## src/rtl/swinit_pkg.sv

```systemverilog
// Package: shared constants and types for the switch bring-up sequencer.
// Assumes a register space of 32 devices x 32 registers, 16 bits each.
package swinit_pkg;
    localparam int DW = 16;
    localparam int AW = 5;

    localparam logic [AW-1:0] DEV_PORT_BASE = 5'h10;
    localparam logic [AW-1:0] DEV_GLOBAL    = 5'h1B;

    localparam logic [AW-1:0] REG_PORT_CTRL = 5'h04;
    localparam logic [AW-1:0] REG_PORT_MAP  = 5'h06;
    localparam logic [AW-1:0] REG_PORT_VID  = 5'h07;
    localparam logic [AW-1:0] REG_GLB_CTRL  = 5'h04;
    localparam logic [AW-1:0] REG_GLB_MON   = 5'h1A;

    localparam logic [DW-1:0] FLD_PSTATE  = 16'h0003;
    localparam logic [DW-1:0] FLD_SWRST   = 16'h8000;
    localparam logic [DW-1:0] FLD_CPUDEST = 16'h00F0;
    localparam logic [DW-1:0] FLD_MAP     = 16'h07FF;
    localparam logic [DW-1:0] FLD_VID     = 16'h0FFF;

    localparam logic [DW-1:0] PSTATE_OFF = 16'h0000;
    localparam logic [DW-1:0] PSTATE_FWD = 16'h0003;

    localparam int SWRST_BIT   = 15;
    localparam int CPUDEST_LSB = 4;

    typedef enum logic [3:0] {
        S_IDLE, S_DIS, S_DRAIN, S_RSTSET, S_POLL, S_PWAIT,
        S_CPUDEST, S_CVID, S_CMAP, S_CEN,
        S_SCAN, S_PEN, S_PVID, S_PMAP
    } seq_state_e;

    typedef enum logic [1:0] { R_IDLE, R_RD, R_WR } rmw_phase_e;

    typedef struct packed {
        logic [AW-1:0] dev;
        logic [AW-1:0] rg;
        logic [DW-1:0] mask;
        logic [DW-1:0] val;
        logic          rd_only;
    } rmw_cmd_t;
endpackage

```

## src/rtl/swinit_timer.sv

```systemverilog
// Module: one-shot down-counter. A load pulse arms it with a length of
// at least 1; fin pulses once, no earlier than len cycles after the load.
module swinit_timer #(
    parameter int CW = 8
) (
    input  logic          clk,
    input  logic          rst_n,
    input  logic          load,
    input  logic [CW-1:0] len,
    output logic          fin
);
    logic [CW-1:0] cnt;
    logic          run;

    // Count down the armed interval and pulse fin at its end.
    always_ff @(posedge clk) begin
        if (!rst_n) begin
            cnt <= '0;
            run <= 1'b0;
            fin <= 1'b0;
        end else begin
            fin <= 1'b0;
            if (load) begin
                cnt <= len - CW'(1);
                run <= 1'b1;
            end else if (run) begin
                if (cnt == '0) begin
                    run <= 1'b0;
                    fin <= 1'b1;
                end else begin
                    cnt <= cnt - CW'(1);
                end
            end
        end
    end
endmodule

```

## src/rtl/swinit_rmw.sv

```systemverilog
// Module: read-modify-write engine on the register port. go latches a
// command; the engine reads the register and, unless rd_only is set, writes
// back (old & ~mask) | (val & mask). fin pulses when the last access is
// acknowledged. rd_flag holds bit FLAG_BIT of the word read.
// Assumes the port acknowledges every request eventually.
module swinit_rmw
    import swinit_pkg::*;
#(
    parameter int FLAG_BIT = SWRST_BIT
) (
    input  logic          clk,
    input  logic          rst_n,
    input  logic          go,
    input  rmw_cmd_t      cmd,
    output logic          fin,
    output logic          rd_flag,
    output logic          bus_req,
    output logic          bus_we,
    output logic [AW-1:0] bus_dev,
    output logic [AW-1:0] bus_reg,
    output logic [DW-1:0] bus_wdata,
    input  logic          bus_ack,
    input  logic [DW-1:0] bus_rdata
);
    rmw_phase_e    ph;
    logic [DW-1:0] mask_q;
    logic [DW-1:0] val_q;
    logic          rd_only_q;

    // Walk read then optional write, holding each request until acknowledged.
    always_ff @(posedge clk) begin
        if (!rst_n) begin
            ph        <= R_IDLE;
            bus_req   <= 1'b0;
            bus_we    <= 1'b0;
            bus_dev   <= '0;
            bus_reg   <= '0;
            bus_wdata <= '0;
            mask_q    <= '0;
            val_q     <= '0;
            rd_only_q <= 1'b0;
            fin       <= 1'b0;
            rd_flag   <= 1'b0;
        end else begin
            fin <= 1'b0;
            case (ph)
                R_IDLE: begin
                    if (go) begin
                        bus_dev   <= cmd.dev;
                        bus_reg   <= cmd.rg;
                        mask_q    <= cmd.mask;
                        val_q     <= cmd.val;
                        rd_only_q <= cmd.rd_only;
                        bus_we    <= 1'b0;
                        bus_req   <= 1'b1;
                        ph        <= R_RD;
                    end
                end
                R_RD: begin
                    if (bus_ack) begin
                        rd_flag <= bus_rdata[FLAG_BIT];
                        if (rd_only_q) begin
                            bus_req <= 1'b0;
                            fin     <= 1'b1;
                            ph      <= R_IDLE;
                        end else begin
                            bus_we    <= 1'b1;
                            bus_wdata <= (bus_rdata & ~mask_q) | (val_q & mask_q);
                            ph        <= R_WR;
                        end
                    end
                end
                R_WR: begin
                    if (bus_ack) begin
                        bus_req <= 1'b0;
                        bus_we  <= 1'b0;
                        fin     <= 1'b1;
                        ph      <= R_IDLE;
                    end
                end
                default: ph <= R_IDLE;
            endcase
        end
    end
endmodule

```

## src/rtl/swinit_seq.sv

```systemverilog
// Module: top of the switch bring-up sequencer. It disables all ports, waits
// for the queues to drain, soft-resets the switch, polls for completion
// (bounded), then programs the CPU destination, VLAN maps and default VIDs,
// and enables forwarding. Assumes cpu_port < NPORTS, NPORTS <= 11, and that
// the register port acknowledges every access.
module swinit_seq
    import swinit_pkg::*;
#(
    parameter int NPORTS   = 7,
    parameter int CLK_HZ   = 125_000_000,
    parameter int DRAIN_US = 2000,
    parameter int POLL_US  = 1000,
    parameter int POLL_MAX = 1000
) (
    input  logic                   clk,
    input  logic                   rst_n,
    input  logic                   start,
    input  logic [$clog2(NPORTS+1)-1:0] cpu_port,
    input  logic [NPORTS-1:0]      fwd_ports,
    output logic                   busy,
    output logic                   done,
    output logic                   timed_out,
    output logic                   bus_req,
    output logic                   bus_we,
    output logic [AW-1:0]          bus_dev,
    output logic [AW-1:0]          bus_reg,
    output logic [DW-1:0]          bus_wdata,
    input  logic                   bus_ack,
    input  logic [DW-1:0]          bus_rdata
);
    localparam int PW        = $clog2(NPORTS + 1);
    localparam int CYC_PER_US = CLK_HZ / 1_000_000;
    localparam int DRAIN_CYC = CYC_PER_US * DRAIN_US;
    localparam int POLL_CYC  = CYC_PER_US * POLL_US;
    localparam int TMAX      = (DRAIN_CYC > POLL_CYC) ? DRAIN_CYC : POLL_CYC;
    localparam int TCW       = $clog2(TMAX + 1);
    localparam int PCW       = $clog2(POLL_MAX + 1);

    seq_state_e        state;
    logic [PW-1:0]     pidx;
    logic [PW-1:0]     cpu_q;
    logic [NPORTS-1:0] fwd_q;
    logic [PCW-1:0]    tries;
    logic              launched;

    logic              is_rmw, is_wait, go, tmr_load;
    logic              rmw_fin, tmr_fin, rd_flag;
    logic [TCW-1:0]    tmr_len;
    rmw_cmd_t          cmd;
    logic [PW-1:0]     tgt;
    logic [NPORTS-1:0] cpu_onehot;
    logic [NPORTS-1:0] all_but_cpu;

    assign busy = (state != S_IDLE);

    // Classify the current step as a register access or a timed wait.
    always_comb begin
        is_rmw  = 1'b0;
        is_wait = 1'b0;
        case (state)
            S_DIS, S_RSTSET, S_POLL, S_CPUDEST, S_CVID, S_CMAP, S_CEN,
            S_PEN, S_PVID, S_PMAP: is_rmw = 1'b1;
            S_DRAIN, S_PWAIT:      is_wait = 1'b1;
            default: ;
        endcase
    end

    assign go       = is_rmw  && !launched;
    assign tmr_load = is_wait && !launched;
    assign tmr_len  = (state == S_DRAIN) ? TCW'(DRAIN_CYC) : TCW'(POLL_CYC);

    // Derive the VLAN membership masks from the captured CPU port.
    always_comb begin
        for (int i = 0; i < NPORTS; i++) begin
            cpu_onehot[i]  = (cpu_q == PW'(i));
            all_but_cpu[i] = (cpu_q != PW'(i));
        end
    end

    // Build the field command for the current step.
    always_comb begin
        tgt         = (state == S_CVID || state == S_CMAP || state == S_CEN) ? cpu_q : pidx;
        cmd.dev     = DEV_PORT_BASE + AW'(tgt);
        cmd.rg      = REG_PORT_CTRL;
        cmd.mask    = FLD_PSTATE;
        cmd.val     = PSTATE_OFF;
        cmd.rd_only = 1'b0;
        case (state)
            S_CEN, S_PEN: cmd.val = PSTATE_FWD;
            S_RSTSET: begin
                cmd.dev  = DEV_GLOBAL;
                cmd.rg   = REG_GLB_CTRL;
                cmd.mask = FLD_SWRST;
                cmd.val  = FLD_SWRST;
            end
            S_POLL: begin
                cmd.dev     = DEV_GLOBAL;
                cmd.rg      = REG_GLB_CTRL;
                cmd.mask    = '0;
                cmd.rd_only = 1'b1;
            end
            S_CPUDEST: begin
                cmd.dev  = DEV_GLOBAL;
                cmd.rg   = REG_GLB_MON;
                cmd.mask = FLD_CPUDEST;
                cmd.val  = DW'(cpu_q) << CPUDEST_LSB;
            end
            S_CVID, S_PVID: begin
                cmd.rg   = REG_PORT_VID;
                cmd.mask = FLD_VID;
                cmd.val  = DW'(tgt) + DW'(1);
            end
            S_CMAP: begin
                cmd.rg   = REG_PORT_MAP;
                cmd.mask = FLD_MAP;
                cmd.val  = DW'(all_but_cpu);
            end
            S_PMAP: begin
                cmd.rg   = REG_PORT_MAP;
                cmd.mask = FLD_MAP;
                cmd.val  = DW'(cpu_onehot);
            end
            default: ;
        endcase
    end

    swinit_rmw #(.FLAG_BIT(SWRST_BIT)) rmw_i (
        .clk       (clk),
        .rst_n     (rst_n),
        .go        (go),
        .cmd       (cmd),
        .fin       (rmw_fin),
        .rd_flag   (rd_flag),
        .bus_req   (bus_req),
        .bus_we    (bus_we),
        .bus_dev   (bus_dev),
        .bus_reg   (bus_reg),
        .bus_wdata (bus_wdata),
        .bus_ack   (bus_ack),
        .bus_rdata (bus_rdata)
    );

    swinit_timer #(.CW(TCW)) tmr_i (
        .clk   (clk),
        .rst_n (rst_n),
        .load  (tmr_load),
        .len   (tmr_len),
        .fin   (tmr_fin)
    );

    // Step the bring-up program and record its outcome.
    always_ff @(posedge clk) begin
        if (!rst_n) begin
            state     <= S_IDLE;
            pidx      <= '0;
            cpu_q     <= '0;
            fwd_q     <= '0;
            tries     <= '0;
            launched  <= 1'b0;
            done      <= 1'b0;
            timed_out <= 1'b0;
        end else begin
            if (go || tmr_load)          launched <= 1'b1;
            else if (rmw_fin || tmr_fin) launched <= 1'b0;
            case (state)
                S_IDLE: begin
                    if (start) begin
                        cpu_q     <= cpu_port;
                        fwd_q     <= fwd_ports;
                        done      <= 1'b0;
                        timed_out <= 1'b0;
                        pidx      <= '0;
                        state     <= S_DIS;
                    end
                end
                S_DIS: if (rmw_fin) begin
                    if (pidx == PW'(NPORTS - 1)) begin
                        pidx  <= '0;
                        state <= S_DRAIN;
                    end else begin
                        pidx <= pidx + PW'(1);
                    end
                end
                S_DRAIN: if (tmr_fin) state <= S_RSTSET;
                S_RSTSET: if (rmw_fin) begin
                    tries <= '0;
                    state <= S_POLL;
                end
                S_POLL: if (rmw_fin) begin
                    if (!rd_flag) begin
                        state <= S_CPUDEST;
                    end else if (tries == PCW'(POLL_MAX - 1)) begin
                        timed_out <= 1'b1;
                        state     <= S_IDLE;
                    end else begin
                        tries <= tries + PCW'(1);
                        state <= S_PWAIT;
                    end
                end
                S_PWAIT:   if (tmr_fin) state <= S_POLL;
                S_CPUDEST: if (rmw_fin) state <= S_CVID;
                S_CVID:    if (rmw_fin) state <= S_CMAP;
                S_CMAP:    if (rmw_fin) state <= S_CEN;
                S_CEN: if (rmw_fin) begin
                    pidx  <= '0;
                    state <= S_SCAN;
                end
                S_SCAN: begin
                    if (pidx == PW'(NPORTS)) begin
                        done  <= 1'b1;
                        state <= S_IDLE;
                    end else if (fwd_q[pidx] && pidx != cpu_q) begin
                        state <= S_PEN;
                    end else begin
                        pidx <= pidx + PW'(1);
                    end
                end
                S_PEN:  if (rmw_fin) state <= S_PVID;
                S_PVID: if (rmw_fin) state <= S_PMAP;
                S_PMAP: if (rmw_fin) begin
                    pidx  <= pidx + PW'(1);
                    state <= S_SCAN;
                end
                default: state <= S_IDLE;
            endcase
        end
    end
endmodule

```

## config.mk

```make
export PLATFORM = sky130hd
export DESIGN_NAME = swinit_seq
export DESIGN_NICKNAME = d
export VERILOG_FILES = /design/src/rtl/swinit_pkg.sv /design/src/rtl/swinit_timer.sv /design/src/rtl/swinit_rmw.sv /design/src/rtl/swinit_seq.sv
export SDC_FILE = /design/constraint.sdc
export NUM_CORES = 1
export LEC_CHECK = 0
export BUFFER_PORTS_ARGS = -buffer_cell sky130_fd_sc_hd__buf_2
export CORE_MARGIN = 1
export CORE_UTILIZATION = 54
export DETAILED_ROUTE_END_ITERATION = 12
export PLACE_DENSITY = 0.79
export SETUP_SLACK_MARGIN = 0.1
export SKIP_CTS_REPAIR_TIMING = 1
export SLEW_MARGIN = 10
export SYNTH_ARGS = -nofsm -noshare
export SYNTH_HDL_FRONTEND = slang
export SYNTH_HIERARCHICAL = 1
export SYNTH_SLANG_ARGS = --single-unit
```

## constraint.sdc

```tcl
create_clock -name clk -period 3.5 [get_ports clk]
set_clock_uncertainty 0.1 [all_clocks]
set_input_delay 0.175 -clock clk [delete_from_list [all_inputs] [get_ports clk]]
set_output_delay 0.175 -clock clk [all_outputs]
set_load 0.02 [all_outputs]
```

* Word level (Yosys, flattened, before mapping) *
Cells that the tools add are included.

cells by class
  div/mod/pow operators = 0
  multiplexer cells = 75
  $add $sub $neg = 6
  bitwise logic cells = 7
  order comparisons = 1
  $mul = 0
  reduce and logical (&&, ||, !) cells = 42
  shift operators = 0
  equality and inequality tests = 59

operator list
  operator                                              count
  case mux 21 bit (5 select lines)                      1
  case mux 16 bit (6 select lines)                      1
  two-way mux 18 bit                                    4
  two-way mux 4 bit                                     15
  case mux 4 bit (13 select lines)                      1
  two-way mux 10 bit                                    4
  subtractor 18 x 1 -> 18 bit (second input constant)   2
  AND 16 bit                                            2
  two-way mux 3 bit                                     10
  != test 2 x 1 -> 1 bit (second input constant)        15
  two-way mux 1 bit                                     25
  equality test 4 bit (second input constant)           6
  != test 2 bit (second input constant)                 12
  case mux 10 bit (2 select lines)                      1
  AND reduction 5 bit                                   4
  zero test 18 bit                                      1
  equality test 4 x 3 -> 1 bit (second input constant)  4
  NOT 16 bit                                            1
  OR 16 bit                                             1
  equality test 3 bit (second input constant)           5
  case mux 3 bit (5 select lines)                       1
  AND reduction 14 bit                                  1
  != test 3 bit (second input constant)                 4
  adder 10 x 1 -> 10 bit (second input constant)        1
  37 further kinds                                      68

word-level totals
  logic and storage cells = 212
  memories = 0
  ROM bits = 0
  input bits = 30
  memory bits (writable) = 0
  output and inout port bits = 31
  flip-flop bits (word level) = 115
  latch bits = 0

* Logic depth before layout (Yosys ltp) *
  word-level depth = 6
  mapped depth = 15
  mapped depth without buffers = 9

* Hierarchy *
The synthesis kept the hierarchy.

by module, submodules not included
  module        area an instance (sq um)  sequential area each (sq um)  times used  cells an instance
  swinit_rmw    2533.7                    1301.2                        1           296
  swinit_seq    2168.3                    600.6                         1           289
  swinit_timer  1612.8                    400.4                         1           199

* Worst setup path before layout *
OpenSTA, ideal clock, no wires.

  path type = register to register
  from = register state[2]
  to = register tmr_i.cnt[8]
  path buffers = 6
  library setup time = 0.122 ns
  data required time = 3.278 ns
  arrival = 3.489 ns
  stages on the path, launching flop included = 16
  setup slack = -0.210 ns
  period minus slack after synthesis = 3.710 ns
  path through = dfxtp_1 -> buf_2 -> nor3b_1 -> o21bai_1 -> nor2_1 -> buf_2 -> buf_6 -> clkbuf_1 -> clkbuf_1 -> mux2i_1 -> ha_1 -> clkbuf_1 -> o21ai_1 -> or2_1 -> o21a_1 -> o311a_1

on the way
  cells in the longest elaborated chain, start to end = 6
  elaborated cells between the ends (all ways) = 11
  those cells by class = add/sub: 1; eq/ne: 3; mux: 3; reduce/logical: 4

RTL lines
  element                                                                              line                RTL
  from (decl)                                                                          swinit_seq.sv:39    seq_state_e state;
  from (signal assigned)                                                               swinit_seq.sv:154   state <= S_IDLE;
  from (signal assigned)                                                               swinit_seq.sv:173   state <= S_DIS;
  from (signal assigned)                                                               swinit_seq.sv:179   state <= S_DRAIN;
  equality test 4 x 2 -> 1 bit / equality test 4 x 3 -> 1 bit (equally long branches)  swinit_seq.sv:60    case (state)
  OR reduction 2 bit *                                                                 swinit_seq.sv:60
  two-way mux 1 bit *                                                                  swinit_seq.sv:60
  logical AND 1 bit *                                                                  swinit_seq.sv:69    assign tmr_load = is_wait && !launched;
  named net tmr_load                                                                   swinit_seq.sv:46    logic is_rmw, is_wait, go, tmr_load;
  != test 2 bit (no line) / nonzero test 2 bit (equally long branches)                 -
  AND reduction 2 bit (no line)                                                        -
  to (signal assigned)                                                                 swinit_timer.sv:24  cnt <= len - CW'(1);
  to (signal assigned)                                                                 swinit_timer.sv:31  cnt <= cnt - CW'(1);
  to (decl)                                                                            swinit_timer.sv:12  logic [CW-1:0] cnt;

The timed path passes the listed nets; every way through them passes the cells marked *.
A chain may end at the register's enable or synchronous reset.

* Final worst setup path *
  from = register state[2]
  to = register tmr_i.cnt[6]

The elaborated chain is that of the path after synthesis.

==> results.txt <==
status: finished with violations
failing checks: negative hold slack
maxcap violations: 0
core box area: 0.0114 mm2
grt ovf: 0
total number of vias: 5857
Vias/cell: 5.62
HP Start: bus_rdata[4]
clk slew on worst S/H paths: 0.05 ns
Max Slew Vio Count: 0
peak supply drop: 0.542 mV
Worst R2R Start: state[2]
insertion delay to the later sink of the worst-skew pair: 0.42 ns
Post-Synthesis Cells: 784
initial DRC count: 487
final hold vios: 1
Synth top cells by count: 143 x nand2_1, 115 x dfxtp_1, 73 x a21oi_1
Synth area leaders: dfxtp_1 36%, nand2_1 8.5%, a21oi_1 5.8%, mux2i_1 5.1%, nor2_1 3.1%
post-synth top area cell: dfxtp_1
GRT Util Overall: 25.2%
area share of the largest cell type after synthesis: 36.5%
IO Pins: 61
detailed-route DRC error count: 0
met3 routed WL: 843 um
H-tree depth: 4
Netlist Area Pre-Place: 0.00631 mm2
Placed Area: 0.00684 mm2
initial antenna violation count: 0
Rel. slew slack: 30.0%
HPWL after DPL: 9910 um
clock buffer depth: 2
number of synthesized flops with an enable pin: 0
largest net degree at the start of global routing: 64
most common cell in the netlist: nand2_1
Final ANT Viol Nets: 0
Num CTS Buffers: 17
sequential-to-total area share from yosys stat: 36.5%
CP required: 3.68 ns
die area: 0.0121 mm2
clk sinks: 115
Synth async-reset ratio: 0%
DR top layer: met4
Post-Route WL: 14800 um
layout cells sized above 1: 15.4%
Top FF cell, synth: dfxtp_1
fin nets: 927
Hold Slack: -0.00190 ns
fillers: 970
crit path DAT: 3.27 ns
CTS tree: built
Hold Path Class: input port to flop
first-pass GRT wire length: 23800 um
RSZ-0062 raised after global routing: false
DIE HEIGHT: 110 um
Area growth syn-to-layout: 20.1%
die width: 110 um
most flop-heavy register: tmr_i/cnt
Antenna Cells: 0
clock root cell: clkbuf_16
Power Density: 872 mW/mm2
Routed met2 length: 6710 um
max FFs per register: 18
initial core utilization: 55.3%
syn avg cell area: 8.05 um2
FMAX: 0.324 GHz
Worst setup EP type: flop
critical path startpoint: state[2]
period utilization: 88.3%
setup violators final: 0
wire length on met1: 7130 um
drt pass-1 iters: 5
TNS Setup: 0 ns
Tmin final: 3.09 ns
Worst setup SP type: flop
DR WL/cell: 14.2 um
Leak: 2.94 nW
fin area: 0.00758 mm2
critical path fanouts, max: 20
total number of yosys warnings: 6
Port Buf Inserts: 60
Worst-Margin Slew: 1.05 ns
synthesis-stage register bit count: 115
count of different cell masters after synthesis: 86
row count: 39
vias in the first global route: 4970
critical path class: flop to flop
GPL Wtd Cong: 0.888
[layout by cell type, fill, tap and decap left out, types with 6 or more instances in the layout]
master         netlist  final
conb_1               2     46
a211oi_1            20     20
ha_1                11     11
nor4_1              12     12
nand4_1              8      8
and3_1               6      6
nand2_1            143    143
dlygate4sd3_1        0     14
o211ai_1             7      7
inv_1               16     16
xnor2_1             14     14
buf_4                2     18
nor3b_1              8      8
dfxtp_1            115    115
nor2b_1              7      7
xor2_1               7      7
nand3_1             27     27
a21oi_1             73     73
nor3_1              22     22
o21ai_0             21     21
clkbuf_16            0     17
nand2b_1            11     11
nor2_1              52     51
mux2i_1             32     32
buf_2               16     60
[where the power goes]
group | switching [mW] | internal, mW | leakage [nW] | total (mW)
logic | 1.88 | 1.14 | 1.72 | 3.03
registers | 0.254 | 1.57 | 0.935 | 1.83
clock network | 0.625 | 1.13 | 0.281 | 1.76
[cells by family (layout without fill, tap and decap cells)]
kind of cell / count (synthesis) / after routing / share of synthesized area (%)
buffers and inverters: 71 / 142 / 5.25
DFF: 115 / 115 / 36.5
other: 2 / 46 / 0.119
xor gates and xnor gates: 21 / 21 / 2.91
and+or+nand+nor: 339 / 339 / 26.8
muxes: 33 / 33 / 5.43
adders and majority gates: 11 / 11 / 2.18
AOI/OAI and AO/OA: 192 / 192 / 20.8
[layout make-up]
type / instances / area, um2 / share of cell area [%]
Sequential cell: 115 / 2300 / 30.4
Inverter: 18 / 67.6 / 0.891
Timing Repair Buffer: 92 / 576 / 7.59
Clock inverter: 13 / 160 / 2.11
Multi-Input combinational cell: 642 / 3860 / 50.9
Clock buffer: 19 / 443 / 5.84
Tap cell: 143 / 179 / 2.36
[path summary, 6_finish.rpt]
path	depth (start not counted)	endpoint	slack [ns]
worst max-delay path	9	tmr_i/cnt[6]	0.41
worst min-delay path	3	rmw_i/bus_wdata[4]	-0.002
worst max register to register	9	tmr_i/cnt[6]	0.41
worst min register to register	2	rmw_i/bus_dev[4]	0.35
[per-layer routing]
layer  up-vias  global-route usage, %
met1      2727                   34.3
li1       2976                      -
met2       140                   38.8
met5         -                      0
met3        14                   7.17
met4         0                   7.61
[worst max-delay path: stages, from the launching register on]
cell and delay (ns):
dfxtp_1 0.37, nor3b_1 0.29, o21bai_1 0.17, nor2_4 0.40, mux2i_1 0.28, ha_1 0.36, o211ai_1 0.24, a2111oi_1 0.49
xnor2_1 0.17, a21oi_1 0.08
[through the flow]
| step | util, % | worst slack, ns | power, mW | cells | hold WS [ns] |
|---|---|---|---|---|---|
| after floorplan | - | 0.150 | 4.19 | 828 | 0.211 |
| after global placement | 59.9 | 0.566 | 4.78 | 996 | 0.317 |
| after detailed placement | 59.9 | 0.489 | 4.83 | 996 | 0.321 |
| after CTS | 65.2 | 0.468 | 6.60 | 1028 | -0.123 |
| after global routing | 66.4 | 0.177 | 7.07 | 1042 | 0.00634 |
| final | 66.4 | 0.410 | 6.61 | 1042 | -0.00190 |
Note: power is estimated with default switching activity, not from simulation.
